--- src/rtl/aps_pkg.sv ---
package aps_pkg;
  typedef enum logic [1:0] {
    PKT_SAMPLE = 2'd0,
    PKT_STAMP  = 2'd1,
    PKT_INFO   = 2'd2
  } pkt_e;

  typedef struct packed {
    logic capture;  // refresh the InfoFrame shadow fields
  } strobe_t;
endpackage

--- src/rtl/aps_ctrl.sv ---
module aps_ctrl
  import aps_pkg::*;
#(
  parameter int CNT_W = 9
) (
  input  logic    clk,
  input  logic    rstN,
  input  logic    bsPulse,
  input  logic    pktAck,
  output logic    pktReq,
  output pkt_e    pktType,
  output logic    overflow,
  output strobe_t strb
);
  localparam logic [CNT_W-1:0] CNT_LAST = {CNT_W{1'b1}};

  logic [CNT_W-1:0] bsCnt;
  logic sampPend, stampPend, infoPend;
  logic reqValid;
  pkt_e reqType;
  logic wrap, sampBusy, dup, canLoad;
  logic loadSamp, loadStamp, loadInfo;

  assign wrap     = bsPulse && (bsCnt == CNT_LAST);
  assign sampBusy = sampPend || (reqValid && reqType == PKT_SAMPLE && !pktAck);
  assign dup      = bsPulse && sampBusy;
  assign canLoad  = !reqValid;

  // fixed priority: sample, then timestamp, then InfoFrame
  always_comb begin
    loadSamp  = 1'b0;
    loadStamp = 1'b0;
    loadInfo  = 1'b0;
    if (canLoad) begin
      if (sampPend)       loadSamp  = 1'b1;
      else if (stampPend) loadStamp = 1'b1;
      else if (infoPend)  loadInfo  = 1'b1;
    end
  end

  always_ff @(posedge clk) begin
    if (!rstN) begin
      bsCnt     <= '0;
      sampPend  <= 1'b0;
      stampPend <= 1'b0;
      infoPend  <= 1'b0;
      reqValid  <= 1'b0;
      reqType   <= PKT_SAMPLE;
      overflow  <= 1'b0;
    end else begin
      if (bsPulse) bsCnt <= bsCnt + 1'b1;

      if (bsPulse && !sampBusy) sampPend <= 1'b1;
      else if (loadSamp)        sampPend <= 1'b0;

      if (wrap)           stampPend <= 1'b1;
      else if (loadStamp) stampPend <= 1'b0;

      if (wrap)          infoPend <= 1'b1;
      else if (loadInfo) infoPend <= 1'b0;

      if (dup) overflow <= 1'b1;

      if (reqValid && pktAck) begin
        reqValid <= 1'b0;
      end else if (loadSamp || loadStamp || loadInfo) begin
        reqValid <= 1'b1;
        reqType  <= loadSamp ? PKT_SAMPLE : (loadStamp ? PKT_STAMP : PKT_INFO);
      end
    end
  end

  assign pktReq  = reqValid;
  assign pktType = reqType;
  assign strb.capture = wrap;

  p_hold_req_r5: assert property (@(posedge clk) disable iff (!rstN)
    (pktReq && !pktAck) |=> (pktReq && $stable(pktType)));
  p_drop_after_ack_r5: assert property (@(posedge clk) disable iff (!rstN)
    (pktReq && pktAck) |=> !pktReq);
  p_no_overflow_r3: assert property (@(posedge clk) disable iff (!rstN)
    overflow |=> overflow);
  p_stamp_first_r4: assert property (@(posedge clk) disable iff (!rstN)
    (pktReq && pktType == PKT_INFO) |-> !stampPend);
endmodule

--- src/rtl/aps_dpath.sv ---
module aps_dpath
  import aps_pkg::*;
#(
  parameter int          MAUD_W   = 24,
  parameter logic [23:0] MAUD_VAL = 24'h008000
) (
  input  logic              clk,
  input  logic              rstN,
  input  strobe_t           strb,
  input  logic [2:0]        chanCode,
  input  logic [1:0]        lfeLevel,
  input  logic [7:0]        chanAlloc,
  input  logic [3:0]        levelShift,
  input  logic              downmixInh,
  output logic [MAUD_W-1:0] mAud,
  output logic [2:0]        ifChanCode,
  output logic [1:0]        ifLfeLevel,
  output logic [7:0]        ifChanAlloc,
  output logic [3:0]        ifLevelShift,
  output logic              ifDownmixInh,
  output logic              ifLayoutMulti
);
  always_ff @(posedge clk) begin
    if (!rstN) begin
      ifChanCode   <= '0;
      ifLfeLevel   <= '0;
      ifChanAlloc  <= '0;
      ifLevelShift <= '0;
      ifDownmixInh <= 1'b0;
    end else if (strb.capture) begin
      ifChanCode   <= chanCode;
      ifLfeLevel   <= lfeLevel;
      ifChanAlloc  <= chanAlloc;
      ifLevelShift <= levelShift;
      ifDownmixInh <= downmixInh;
    end
  end

  assign ifLayoutMulti = (ifChanCode != 3'b000);
  assign mAud = MAUD_VAL[MAUD_W-1:0];

  p_shadow_hold_r7: assert property (@(posedge clk) disable iff (!rstN)
    !strb.capture |=> ($stable(ifChanAlloc) && $stable(ifChanCode)
                       && $stable(ifLevelShift) && $stable(ifLfeLevel)
                       && $stable(ifDownmixInh)));
endmodule

--- src/rtl/audio_pkt_sched.sv ---
module audio_pkt_sched
  import aps_pkg::*;
#(
  parameter int CNT_W  = 9,
  parameter int MAUD_W = 24
) (
  input  logic              clk,
  input  logic              rstN,
  input  logic              bsPulse,
  input  logic              pktAck,
  input  logic [2:0]        chanCode,
  input  logic [1:0]        lfeLevel,
  input  logic [7:0]        chanAlloc,
  input  logic [3:0]        levelShift,
  input  logic              downmixInh,
  output logic              pktReq,
  output logic [1:0]        pktType,
  output logic              overflow,
  output logic [MAUD_W-1:0] mAud,
  output logic [2:0]        ifChanCode,
  output logic [1:0]        ifLfeLevel,
  output logic [7:0]        ifChanAlloc,
  output logic [3:0]        ifLevelShift,
  output logic              ifDownmixInh,
  output logic              ifLayoutMulti
);
  strobe_t strb;
  pkt_e    typeInt;

  aps_ctrl #(.CNT_W(CNT_W)) uCtrl (
    .clk(clk), .rstN(rstN), .bsPulse(bsPulse), .pktAck(pktAck),
    .pktReq(pktReq), .pktType(typeInt), .overflow(overflow), .strb(strb)
  );

  aps_dpath #(.MAUD_W(MAUD_W)) uDpath (
    .clk(clk), .rstN(rstN), .strb(strb),
    .chanCode(chanCode), .lfeLevel(lfeLevel), .chanAlloc(chanAlloc),
    .levelShift(levelShift), .downmixInh(downmixInh),
    .mAud(mAud), .ifChanCode(ifChanCode), .ifLfeLevel(ifLfeLevel),
    .ifChanAlloc(ifChanAlloc), .ifLevelShift(ifLevelShift),
    .ifDownmixInh(ifDownmixInh), .ifLayoutMulti(ifLayoutMulti)
  );

  assign pktType = typeInt;
endmodule

--- config.mk ---
export PLATFORM = sky130hd
export DESIGN_NAME = audio_pkt_sched
export DESIGN_NICKNAME = d
export VERILOG_FILES = /design/src/rtl/aps_pkg.sv /design/src/rtl/aps_ctrl.sv /design/src/rtl/aps_dpath.sv /design/src/rtl/audio_pkt_sched.sv
export SDC_FILE = /design/constraint.sdc
export NUM_CORES = 1
export LEC_CHECK = 0
export BUFFER_PORTS_ARGS = -buffer_cell sky130_fd_sc_hd__buf_4
export CORE_MARGIN = 1
export CORE_UTILIZATION = 46
export DETAILED_ROUTE_END_ITERATION = 10
export GPL_TIMING_DRIVEN = 0
export PLACE_DENSITY = 0.79
export SLEW_MARGIN = 40
export SYNTH_ARGS = -nofsm -noshare
export SYNTH_HDL_FRONTEND = slang
export SYNTH_SLANG_ARGS = --single-unit
--- constraint.sdc ---
create_clock -name clk -period 1.85 [get_ports clk]
set_input_delay 0.0925 -clock clk [delete_from_list [all_inputs] [get_ports clk]]
set_output_delay 0.0925 -clock clk [all_outputs]
set_load 0.01 [all_outputs]
==> results by group, run 1 <==
Clock tree
  • H-tree depth: 2
  • Worst-path clk slew: 110 ps
  • Clock Latency Late Sink: 330 ps
  • Root buffer cell: clkbuf_4
  • CTS tree: yes
  • Clock sink total: 34
  • Max clock buf depth: 2
  • Num CTS Buffers: 5
  • Post-CTS Setup Bufs: 0

STA
  • Slew Limit Fails: 0
  • Post-route setup TNS: 0 ps
  • Part of the cycle the worst path needs: roughly 90%
  • Worst clock skew: 6.963 ps
  • Fin. Hold Viols: 0
  • Min Clock Period, post-route: 1654 ps
  • Setup violators final: 0
  • RSZ-0062 raised after global routing: false
  • Max Clock Freq: 604.5 MHz

Critical path
  • CP Launch Type: flip-flop
  • Critical path required time: ~2100 ps
  • Slowest-stage cell, CP: dfxtp_1
  • R2R setup slack: 200 ps
  • Worst path cell trace: ha_2 -> nand3_1 -> nor2_1 -> ha_1 -> and2_1 -> clkbuf_4 -> buf_6 -> nand2_1 -> a21oi_1
  • CP endpoint kind: flip-flop
  • Worst EP arrival: 1910 ps
  • Kind of critical path: reg -> reg
  • CP bufs+invs: 2
  • CP peak stage delay: 380 ps
  • Max FO, Critical Path: 10
  • CP delay by family, top: flip-flops

Pwr
  • Leakage: 0.9992 nW
  • Maximum vdd drop: between 400 and 500 uV
  • Pwr Density: 624.3 mW/mm^2

Floorplanning
  • Die Y: 58.89 um
  • Core Footprint: 0.003053 mm^2
  • Die X: 58.89 um
  • Rows: 20
  • Die area: between 0.003 and 0.004 mm^2
  • Starting density of the core: 48.77%
  • Num ports: 69

Drt
  • DRC Markers: 0
  • Met3 WL: about 160 um
  • Drt pass-1 iters: 5
  • Vias: about 1,300
  • Max Used Layer: met4
  • Final WL: 3176 um
  • DRT iter0 DRCs: 60
  • Routed vias/inst: ~4.3
  • Met2 Wirelength: 1606 um
  • Routed Antenna Nets: 0
  • Wire length on met1: between 1000 and 1500 um
  • WL/cell: between 10 and 15 um

Synth
  • Synthesis warning total: 0
  • Synth unique cells: 30
  • Mapped cell area: 0.001489 mm^2
  • Post-synthesis sequential area ratio: 45.71%
  • Synth Instances: 181
  • Mean Syn Cell Area: 8.226 um^2
  • Yosys reg bits: 34

Layout
  • Cell Count, Final, Fillers Out: 315
  • Layout Area Growth over Synthesis: 47.31%
  • FILL cells: between 200 and 300
  • Final #Nets: 294
  • ANT cells: 0
  • Share of layout cells above drive strength 1: between 30% and 40%

Placement
  • Placed wire-length estimate: 2119 um
  • Dpl cells: 291
  • GPL Wtd Cong: around 0.74
  • Count of buffers from port buffering: 44

Global route
  • GRT overflow: 0
  • Largest net degree at the start of global routing: 12
  • First-pass GRT wire length: around 4900 um
  • Antenna violations before repair: 0
  • Vias in the first global route: roughly 1,200
  • GRT Overall Usage: 18.76%

Status
  • Status: finished clean

Hold path
  • Worst Hold Class: in -> reg

Job
  • Total of max-cap violations: 0
cells in the mapped netlist:
| library cell | number | area [um^2] |
|---|---|---|
| nand2_1 | 40 | 150.1 |
| dfxtp_1 | 34 | 680.7 |
| a21oi_1 | 25 | 125.1 |
| buf_4 | 24 | 180.2 |
| nor2_1 | 11 | 41.29 |
| o21ai_0 | 5 | 25.02 |
| buf_2 | 4 | 20.02 |
| clkbuf_1 | 4 | 15.01 |
| or3_1 | 4 | 25.02 |
| nand3_1 | 3 | 15.01 |
| xor2_1 | 3 | 26.28 |
| conb_1 | 2 | 7.510 |
| ha_1 | 2 | 25.02 |
| mux2i_1 | 2 | 20.02 |
| nand2b_1 | 2 | 12.51 |
| nand4_1 | 2 | 12.51 |
| a21o_1 | 1 | 7.510 |
| a221oi_1 | 1 | 8.760 |
| a2bb2oi_1 | 1 | 8.760 |
| and2_1 | 1 | 6.260 |
| buf_6 | 1 | 11.26 |
| clkinv_1 | 1 | 3.750 |
| inv_1 | 1 | 3.750 |
| nand4_2 | 1 | 12.51 |
| nor2b_1 | 1 | 6.260 |
| nor4b_1 | 1 | 8.760 |
| o22ai_1 | 1 | 6.260 |
| o31ai_1 | 1 | 7.510 |
| or2b_1 | 1 | 7.510 |
| xnor2_1 | 1 | 8.760 |
worst reg2reg max path, delay by kind of cell, from the launching register on:
family,cells,cell delay (ps)
buffers and inverters,2,340
and+or+nand+nor,4,360
adders and majority gates,2,380
DFF,1,380
AOI/OAI and AO/OA,1,130
state kept, by name, summed over array words and instances, names as in the netlist:
register	flops
uDpath.ifLevelShift	4
uCtrl.overflow	1
uDpath.ifChanCode	3
uCtrl.pktType	2
uCtrl.infoPend	1
uCtrl.bsCnt	9
uCtrl.sampPend	1
uDpath.ifLfeLevel	2
uCtrl.pktReq	1
uDpath.ifChanAlloc	8
uDpath.ifDownmixInh	1
uCtrl.stampPend	1
path summary, 6_finish.rpt:
check | start | to | depth (start not counted)
worst min-delay path | chanAlloc[1] | uDpath.ifChanAlloc[1]$_SDFFE_PN0P_ | 3
worst max-delay path | uCtrl.bsCnt[1]$_SDFFE_PN0P_ | uDpath.ifLevelShift[0]$_SDFFE_PN0P_ | 9
worst min register to register | uDpath.ifChanAlloc[0]$_SDFFE_PN0P_ | uDpath.ifChanAlloc[0]$_SDFFE_PN0P_ | 2
worst max register to register | uCtrl.bsCnt[1]$_SDFFE_PN0P_ | uDpath.ifLevelShift[0]$_SDFFE_PN0P_ | 9
layout make-up:
cell class / instances / area (um^2) / area share [%]
plain buffers: 33 / 235.2 / 10.72
clock buffers: 6 / 51.30 / 2.339
clock inverters: 2 / 12.51 / 0.5705
inverters: 2 / 7.507 / 0.3423
multi-input cells: 134 / 659.4 / 30.06
flip-flops and latches: 34 / 681.9 / 31.09
well taps: 44 / 55.05 / 2.510
repair buffers: 60 / 490.5 / 22.36
cells in the final DEF (no fill, tap or decap):
cell / count
buf_4: 68
nand2_1: 40
dfxtp_1: 33
a21oi_1: 25
conb_1: 24
dlygate4sd3_1: 16
nor2_1: 11
clkbuf_4: 6
o21ai_0: 5
or3_1: 4
clkbuf_1: 4
nand3_1: 3
xor2_1: 3
nand4_1: 2
buf_6: 2
nand2b_1: 2
buf_2: 2
mux2i_1: 2
and2_1: 1
clkinv_1: 1
a21o_1: 1
nand4_2: 1
xnor2_1: 1
o31ai_1: 1
a221oi_1: 1
nor2b_1: 1
o22ai_1: 1
nor4b_1: 1
or2b_1: 1
a2bb2oi_1: 1
inv_1: 1
ha_1: 1
ha_2: 1
clkinvlp_4: 1
clkinv_2: 1
clkbuf_8: 1
dfxtp_2: 1
stage by stage:
stage	total power, mW	area, um^2	setup WS, ps	hold slack (ps)	util, %
final	1.369	2193	195.6	4.170	71.84
after global routing	1.419	2193	7.223	1.528	71.84
after CTS	1.371	2171	18.95	0.4389	71.11
after detailed placement	0.9177	1957	54.61	314.2	64.10
after global placement	0.9162	1957	81.11	310.0	64.10
after floorplan	0.8670	1572	289.1	206.1	-
where the power goes:
group          internal (mW)  total [mW]  leakage, nW  switching (mW)
registers              0.742       0.752        0.275         0.00930
clock network          0.183       0.438       0.0343           0.255
logic                  0.106       0.180        0.690          0.0736
total                   1.03        1.37        0.999           0.338
what timing repair did:
action | CTS | global route
hold buffers | 15 | 1
endpoints found under the hold margin | 15 | 1
gates resized for setup | 0 | 6
setup endpoints to repair | 0 | 10
routing by layer:
metal  vias to the layer above  global-route usage [%]
li1                        724                       -
met1                       572                   21.61
met2                        43                   32.63
met3                         4                   4.396
met4                         0                   8.844
met5                         -                       0
kinds of logic after synthesis:
family / share of synthesized area [%]
other: 0.5044
DFF: 45.71
buffers and inverters: 15.71
muxes: 1.345
AOI/OAI and AO/OA: 12.69
adders and majority gates: 1.680
and+or+nand+nor: 20.00
xor gates and xnor gates: 2.353
Note: power is estimated with default switching activity, not from simulation.
==> run 2, diff against run 1 <==
--- a/config.mk
+++ b/config.mk
@@ -7,10 +7,10 @@
 export LEC_CHECK = 0
 export BUFFER_PORTS_ARGS = -buffer_cell sky130_fd_sc_hd__buf_4
 export CORE_MARGIN = 1
-export CORE_UTILIZATION = 46
+export CORE_UTILIZATION = 45
 export DETAILED_ROUTE_END_ITERATION = 10
 export GPL_TIMING_DRIVEN = 0
-export PLACE_DENSITY = 0.79
+export PLACE_DENSITY = 0.78
 export SLEW_MARGIN = 40
 export SYNTH_ARGS = -nofsm -noshare
 export SYNTH_HDL_FRONTEND = slang
==> results by group, run 2 (same netlist as run 1, synthesis figures left out) <==
Drt
  • Routed Antenna Nets: 0 (unchanged)
  • WL/cell: 10.41 um (was 10.08 um)
  • Final WL: 3301 um (was 3176 um)
  • Drt pass-1 iters: 4 (was 5)
  • DRC Markers: 0 (unchanged)
  • DRT iter0 DRCs: 59 (was 60)
  • Vias: 1,387 (was 1,343)
  • Routed vias/inst: 4.375 (was 4.263)

Layout
  • Final Instance Area: 0.002213 mm^2 (was 0.002193 mm^2)
  • Max reg flops: 9 (unchanged)
  • Share of layout cells above drive strength 1: 30.77% (was 31.00%)
  • Most frequent cells in the layout: buf_4 (68), nand2_1 (40), dfxtp_1 (33), a21oi_1 (25), conb_1 (24) (unchanged)
  • Final #Nets: 296 (was 294)
  • Layout Area Growth over Synthesis: 48.66% (was 47.31%)
  • Leading cell type in the layout, fill and taps excluded: buf_4 (unchanged)
  • Regs by FF count: uCtrl.bsCnt x9, uDpath.ifChanAlloc x8, uDpath.ifLevelShift x4 (unchanged)
  • ANT cells: 0 (unchanged)
  • Reg with most FFs: uCtrl.bsCnt (unchanged)

Floorplanning
  • Die X: 59.52 um (was 58.89 um)
  • Rows: 20 (unchanged)
  • Num ports: 69 (unchanged)
  • Die Y: 59.52 um (was 58.89 um)
  • Die area: 0.003543 mm^2 (was 0.003468 mm^2)
  • Core Footprint: 0.003103 mm^2 (was 0.003053 mm^2)
  • Starting density of the core: 47.98% (was 48.77%)

STA
  • Fin. Hold Viols: 0 (unchanged)
  • Post-route setup TNS: 0 ps (unchanged)
  • PnR worst setup slack: 173.1 ps (was 195.6 ps)
  • Part of the cycle the worst path needs: 90.65% (was 89.42%)
  • Slew Limit Fails: 0 (unchanged)
  • Min Clock Period, post-route: 1677 ps (was 1654 ps)
  • Max Clock Freq: 596.3 MHz (was 604.5 MHz)
  • RSZ-0062 raised after global routing: false (unchanged)
  • Worst clock skew: 15.12 ps (was 6.963 ps)
  • Setup violators final: 0 (unchanged)
  • Fin Hold WS: 17.65 ps (was 4.170 ps)

Pwr
  • Pwr Density: 616.5 mW/mm^2 (was 624.3 mW/mm^2)
  • Leakage: 1.008 nW (was 0.9992 nW)
  • Maximum vdd drop: 536.2 uV (was 442.5 uV)

Global route
  • Largest net degree at the start of global routing: 12 (unchanged)
  • Vias in the first global route: 1,207 (was 1,176)
  • Antenna violations before repair: 0 (unchanged)
  • First-pass GRT wire length: 5009 um (was 4857 um)
  • GRT Overall Usage: 19.42% (was 18.76%)
  • GRT overflow: 0 (unchanged)

Placement
  • Placed cell area: 0.001957 mm^2 (unchanged)
  • Placed wire-length estimate: 2056 um (was 2119 um)
  • Count of buffers from port buffering: 44 (unchanged)
  • Post-Place Setup Slack: 75.26 ps (was 54.61 ps)
  • GPL Wtd Cong: 0.7252 (was 0.7392)

Hold path
  • Worst Hold Class: in -> reg (unchanged)
  • HP Start: lfeLevel[0] (was chanAlloc[1])

Clock tree
  • Root buffer cell: clkbuf_4 (unchanged)
  • CTS tree: yes (unchanged)
  • Post-CTS Setup Bufs: 0 (unchanged)
  • Worst-path clk slew: 110 ps (about the same)
  • H-tree depth: 2 (unchanged)
  • Clock sink total: 34 (unchanged)
  • Max clock buf depth: 2 (unchanged)
  • Clock Latency Late Sink: 330 ps (about the same)
  • Num CTS Buffers: 5 (unchanged)

Critical path
  • CP bufs+invs: 2 (unchanged)
  • CP endpoint kind: flip-flop (unchanged)
  • CP delay by family, top: flip-flops (unchanged)
  • Worst R2R Start: uCtrl.bsCnt[1]$_SDFFE_PN0P_ (unchanged)
  • Critical path required time: 2110 ps (about the same)
  • CP startpoint: uCtrl.bsCnt[1]$_SDFFE_PN0P_ (unchanged)
  • Max FO, Critical Path: 10 (unchanged)
  • Worst EP arrival: 1940 ps (was 1910 ps)
  • CP peak stage delay: 380 ps (about the same)
  • Kind of critical path: reg -> reg (unchanged)
  • CP Launch Type: flip-flop (unchanged)
  • Slowest-stage cell, CP: dfxtp_1 (unchanged)
  • Worst path cell trace: ha_2 -> nand3_1 -> nor2_1 -> ha_1 -> and2_1 -> clkbuf_4 -> buf_6 -> nand2_1 -> a21oi_1 (unchanged)

Job
  • Total of max-cap violations: 0 (unchanged)

Status
  • Status: finished clean (unchanged)
-- run 2: changes by cell type in the layout (fill, tap and decap cells not counted), sizes merged --
| cell | change |
|---|---|
| dlygate4sd3 | +2 |
-- run 2: timing repair --
action                                  CTS  global route
gates resized for setup                   0             6
endpoints found under the setup margin    0            10
hold buffers                             18             0
hold endpoints to repair                 18             0
-- run 2: power breakdown --
group | total [mW] | switching (mW) | internal [mW]
combinational | 0.184 | 0.0750 | 0.109
clock | 0.429 | 0.246 | 0.183
sequential | 0.752 | 0.00948 | 0.742
total | 1.36 | 0.331 | 1.03
-- run 2: metrics by stage --
stage	cells	utilization [%]	total power, mW
after floorplan	203	-	0.8670
after global placement	291	63.06	0.9165
after detailed placement	291	63.06	0.9176
after CTS	317	70.93	1.375
after global routing	317	71.33	1.439
final	317	71.33	1.364
-- run 2: layer usage --
layer	GRT usage, %	routed length (um)	vias to the layer above
met5	0	0	-
met4	7.973	43	0
met3	7.205	195	6
met2	33.23	1676	44
met1	21.68	1385	607
li1	-	-	730
-- run 2: path summary, 6_finish.rpt --
path	end	slack, ps	cells after the start
max	uDpath.ifChanAlloc[4]$_SDFFE_PN0P_	170	9
min	uDpath.ifLfeLevel[0]$_SDFFE_PN0P_	20	3
min reg2reg	uDpath.ifLevelShift[3]$_SDFFE_PN0P_	460	2
max reg2reg	uDpath.ifChanAlloc[4]$_SDFFE_PN0P_	170	9
-- run 2: tightest hold or removal path, cell delays in order --
cell	delay, ps
buf_4	110
nand2_1	40
a21oi_1	50
-- run 2: layout make-up --
| cell class | count | area [um^2] |
|---|---|---|
| clock buffers | 6 | 51.30 |
| clock inverters | 2 | 12.51 |
| plain buffers | 33 | 235.2 |
| well taps | 44 | 55.05 |
| inverters | 2 | 7.507 |
| repair buffers | 62 | 510.5 |
| fillers | 266 | 889.6 |
| multi-input cells | 134 | 659.4 |
| flip-flops and latches | 34 | 681.9 |
==> run 3, diff against run 2 <==
--- a/config.mk
+++ b/config.mk
@@ -10,7 +10,7 @@
 export CORE_UTILIZATION = 45
 export DETAILED_ROUTE_END_ITERATION = 10
 export GPL_TIMING_DRIVEN = 0
-export PLACE_DENSITY = 0.78
+export PLACE_DENSITY = 0.87
 export SLEW_MARGIN = 40
 export SYNTH_ARGS = -nofsm -noshare
 export SYNTH_HDL_FRONTEND = slang
==> results by group, run 3 (same netlist as run 1, synthesis figures left out) <==
Status
  • Status: finished clean (unchanged)

Critical path
  • CP endpoint kind: flip-flop (unchanged)
  • Worst r2r path cells: 9 (unchanged)
  • Critical path required time: 2110 ps (about the same)
  • Slowest-stage cell, CP: dfxtp_2 (was dfxtp_1)
  • Worst EP arrival: 1930 ps (was 1940 ps)
  • CP peak stage delay: 370 ps (was 380 ps)
  • CP Launch Type: flip-flop (unchanged)
  • Max FO, Critical Path: 10 (unchanged)
  • Kind of critical path: reg -> reg (unchanged)
  • Worst path cell trace: ha_2 -> nand3_1 -> nor2_1 -> ha_1 -> and2_1 -> clkbuf_4 -> buf_4 -> nand2_1 -> a21oi_1 (was ha_2 -> nand3_1 -> nor2_1 -> ha_1 -> and2_1 -> clkbuf_4 -> buf_6 -> nand2_1 -> a21oi_1)

Floorplanning
  • Num ports: 69 (unchanged)
  • Die area: 0.003543 mm^2 (unchanged)
  • Core Footprint: 0.003103 mm^2 (unchanged)
  • Starting density of the core: 47.98% (unchanged)
  • Rows: 20 (unchanged)
  • Die X: 59.52 um (unchanged)
  • Die Y: 59.52 um (unchanged)

Pwr
  • Maximum vdd drop: 525.9 uV (was 536.2 uV)
  • Pwr Density: 724.4 mW/mm^2 (was 616.5 mW/mm^2)
  • Leakage: 1.032 nW (was 1.008 nW)

Global route
  • GRT Overall Usage: 19.24% (was 19.42%)
  • First-pass GRT wire length: 4988 um (was 5009 um)
  • Vias in the first global route: 1,186 (was 1,207)
  • Largest net degree at the start of global routing: 12 (unchanged)
  • GRT overflow: 0 (unchanged)
  • Antenna violations before repair: 0 (unchanged)

Layout
  • Max reg flops: 9 (unchanged)
  • Regs by FF count: uCtrl.bsCnt x9, uDpath.ifChanAlloc x8, uDpath.ifLevelShift x4 (unchanged)
  • Most frequent cells in the layout: buf_4 (69), nand2_1 (40), dfxtp_1 (32), a21oi_1 (25), conb_1 (24) (was buf_4 (68), nand2_1 (40), dfxtp_1 (33), a21oi_1 (25), conb_1 (24))
  • ANT cells: 0 (unchanged)
  • Final #Nets: 296 (unchanged)
  • Leading cell type in the layout, fill and taps excluded: buf_4 (unchanged)
  • Share of layout cells above drive strength 1: 31.14% (was 30.77%)
  • Reg with most FFs: uCtrl.bsCnt (unchanged)
  • Layout Area Growth over Synthesis: 51.68% (was 48.66%)
  • Cell Count, Final, Fillers Out: 317 (unchanged)
  • Final Instance Area: 0.002258 mm^2 (was 0.002213 mm^2)

Drt
  • Routed Antenna Nets: 0 (unchanged)
  • WL/cell: 10.25 um (was 10.41 um)
  • DRT iter0 DRCs: 29 (was 59)
  • DRC Markers: 0 (unchanged)
  • Final WL: 3250 um (was 3301 um)
  • Routed vias/inst: 4.442 (was 4.375)
  • Drt pass-1 iters: 5 (was 4)
  • Vias: 1,408 (was 1,387)

Placement
  • Count of buffers from port buffering: 44 (unchanged)
  • Placed wire-length estimate: 2212 um (was 2056 um)
  • GPL Wtd Cong: 0.7767 (was 0.7252)
  • Dpl cells: 291 (unchanged)
  • Post-Place Setup Slack: 47.43 ps (was 75.26 ps)
  • Placed cell area: 0.001957 mm^2 (unchanged)

STA
  • PnR worst setup slack: 182.2 ps (was 173.1 ps)
  • Fin. Hold Viols: 0 (unchanged)
  • Part of the cycle the worst path needs: 90.15% (was 90.65%)
  • Setup violators final: 0 (unchanged)
  • Worst clock skew: 10.14 ps (was 15.12 ps)
  • Slew Limit Fails: 0 (unchanged)
  • Max Clock Freq: 599.6 MHz (was 596.3 MHz)
  • Min Clock Period, post-route: 1668 ps (was 1677 ps)

Hold path
  • Worst Hold Class: in -> reg (unchanged)
  • Worst Hold Depth: 3 (unchanged)

Job
  • Total of max-cap violations: 0 (unchanged)

Clock tree
  • Num CTS Buffers: 5 (unchanged)
  • CTS tree: yes (unchanged)
  • H-tree depth: 2 (unchanged)
  • Worst-path clk slew: 100 ps (was 110 ps)
  • Max clock buf depth: 2 (unchanged)
  • Clock Latency Late Sink: 330 ps (about the same)
  • Root buffer cell: clkbuf_4 (unchanged)
  • Clock sink total: 34 (unchanged)
-- run 3: changes by cell type in the layout (fill, tap and decap cells not counted) --
cell	change
bufinv_16	+2
buf_4	+1
buf_6	-1
clkinv_2	-1
clkinvlp_4	-1
dfxtp_1	-1
dfxtp_2	+1
-- run 3: what timing repair did --
item                       in CTS  in global routing
buffers inserted                0                  0
setup endpoints to repair       0                 10
hold endpoints to repair       18                  0
resized for setup               0                  6
hold buffers                   18                  0
-- run 3: critical path, delay by kind of cell (launching register included) --
kind                     cells  cell delay [ps]
flip-flops                   1              370
buffers and inverters        2              380
adder cells (fa/ha/maj)      2              380
AND/OR/NAND/NOR              4              370
AO/OA/AOI/OAI                1              110
-- run 3: area by class of cell --
type                       instances  area [um^2]
tap                               44        55.05
sequential                        34        683.2
multi-input combinational        134        659.4
clock buffer                       6        51.30
buffer                            33        231.5
timing repair buffer              62        510.5
inverter                           2        7.507
clock inverter                     2        60.06
fill                             261        844.6
-- run 3: per-stage QoR --
step / util (%) / hold WS, ps / TNS (ps) / power [mW]
after floorplan: - / 206.1 / 0 / 0.8670
after global placement: 63.06 / 310.3 / 0 / 0.9159
after detailed placement: 63.06 / 319.3 / 0 / 0.9179
after CTS: 72.46 / 14.43 / 0 / 1.646
after global routing: 72.78 / 22.51 / -0.7372 / 1.703
final: 72.78 / 24.11 / 0 / 1.636
-- run 3: report_power, final --
part | internal, mW | switching (mW) | leakage [nW] | total [mW]
Combinational | 0.109 | 0.0748 | 0.698 | 0.184
Sequential | 0.743 | 0.00981 | 0.275 | 0.752
Clock | 0.458 | 0.242 | 0.0585 | 0.700
Total | 1.31 | 0.327 | 1.03 | 1.64
-- run 3: per-layer routing --
layer | global-route usage, % | vias up | part of all wire (%)
met1 | 19.78 | 619 | 40
met4 | 5.980 | 0 | 0.71
met5 | 0 | - | 0
met3 | 6.550 | 3 | 7.3
met2 | 36.28 | 59 | 52
li1 | - | 727 | -
-- run 3: path summary, 6_finish.rpt --
kind | from | to | slack, ps
worst max-delay path | uCtrl.bsCnt[0]$_SDFFE_PN0P_ | uDpath.ifChanAlloc[5]$_SDFFE_PN0P_ | 180
worst min-delay path | chanAlloc[3] | uDpath.ifChanAlloc[3]$_SDFFE_PN0P_ | 20
worst max register to register | uCtrl.bsCnt[0]$_SDFFE_PN0P_ | uDpath.ifChanAlloc[5]$_SDFFE_PN0P_ | 180
worst min register to register | uDpath.ifLfeLevel[1]$_SDFFE_PN0P_ | uDpath.ifLfeLevel[1]$_SDFFE_PN0P_ | 460
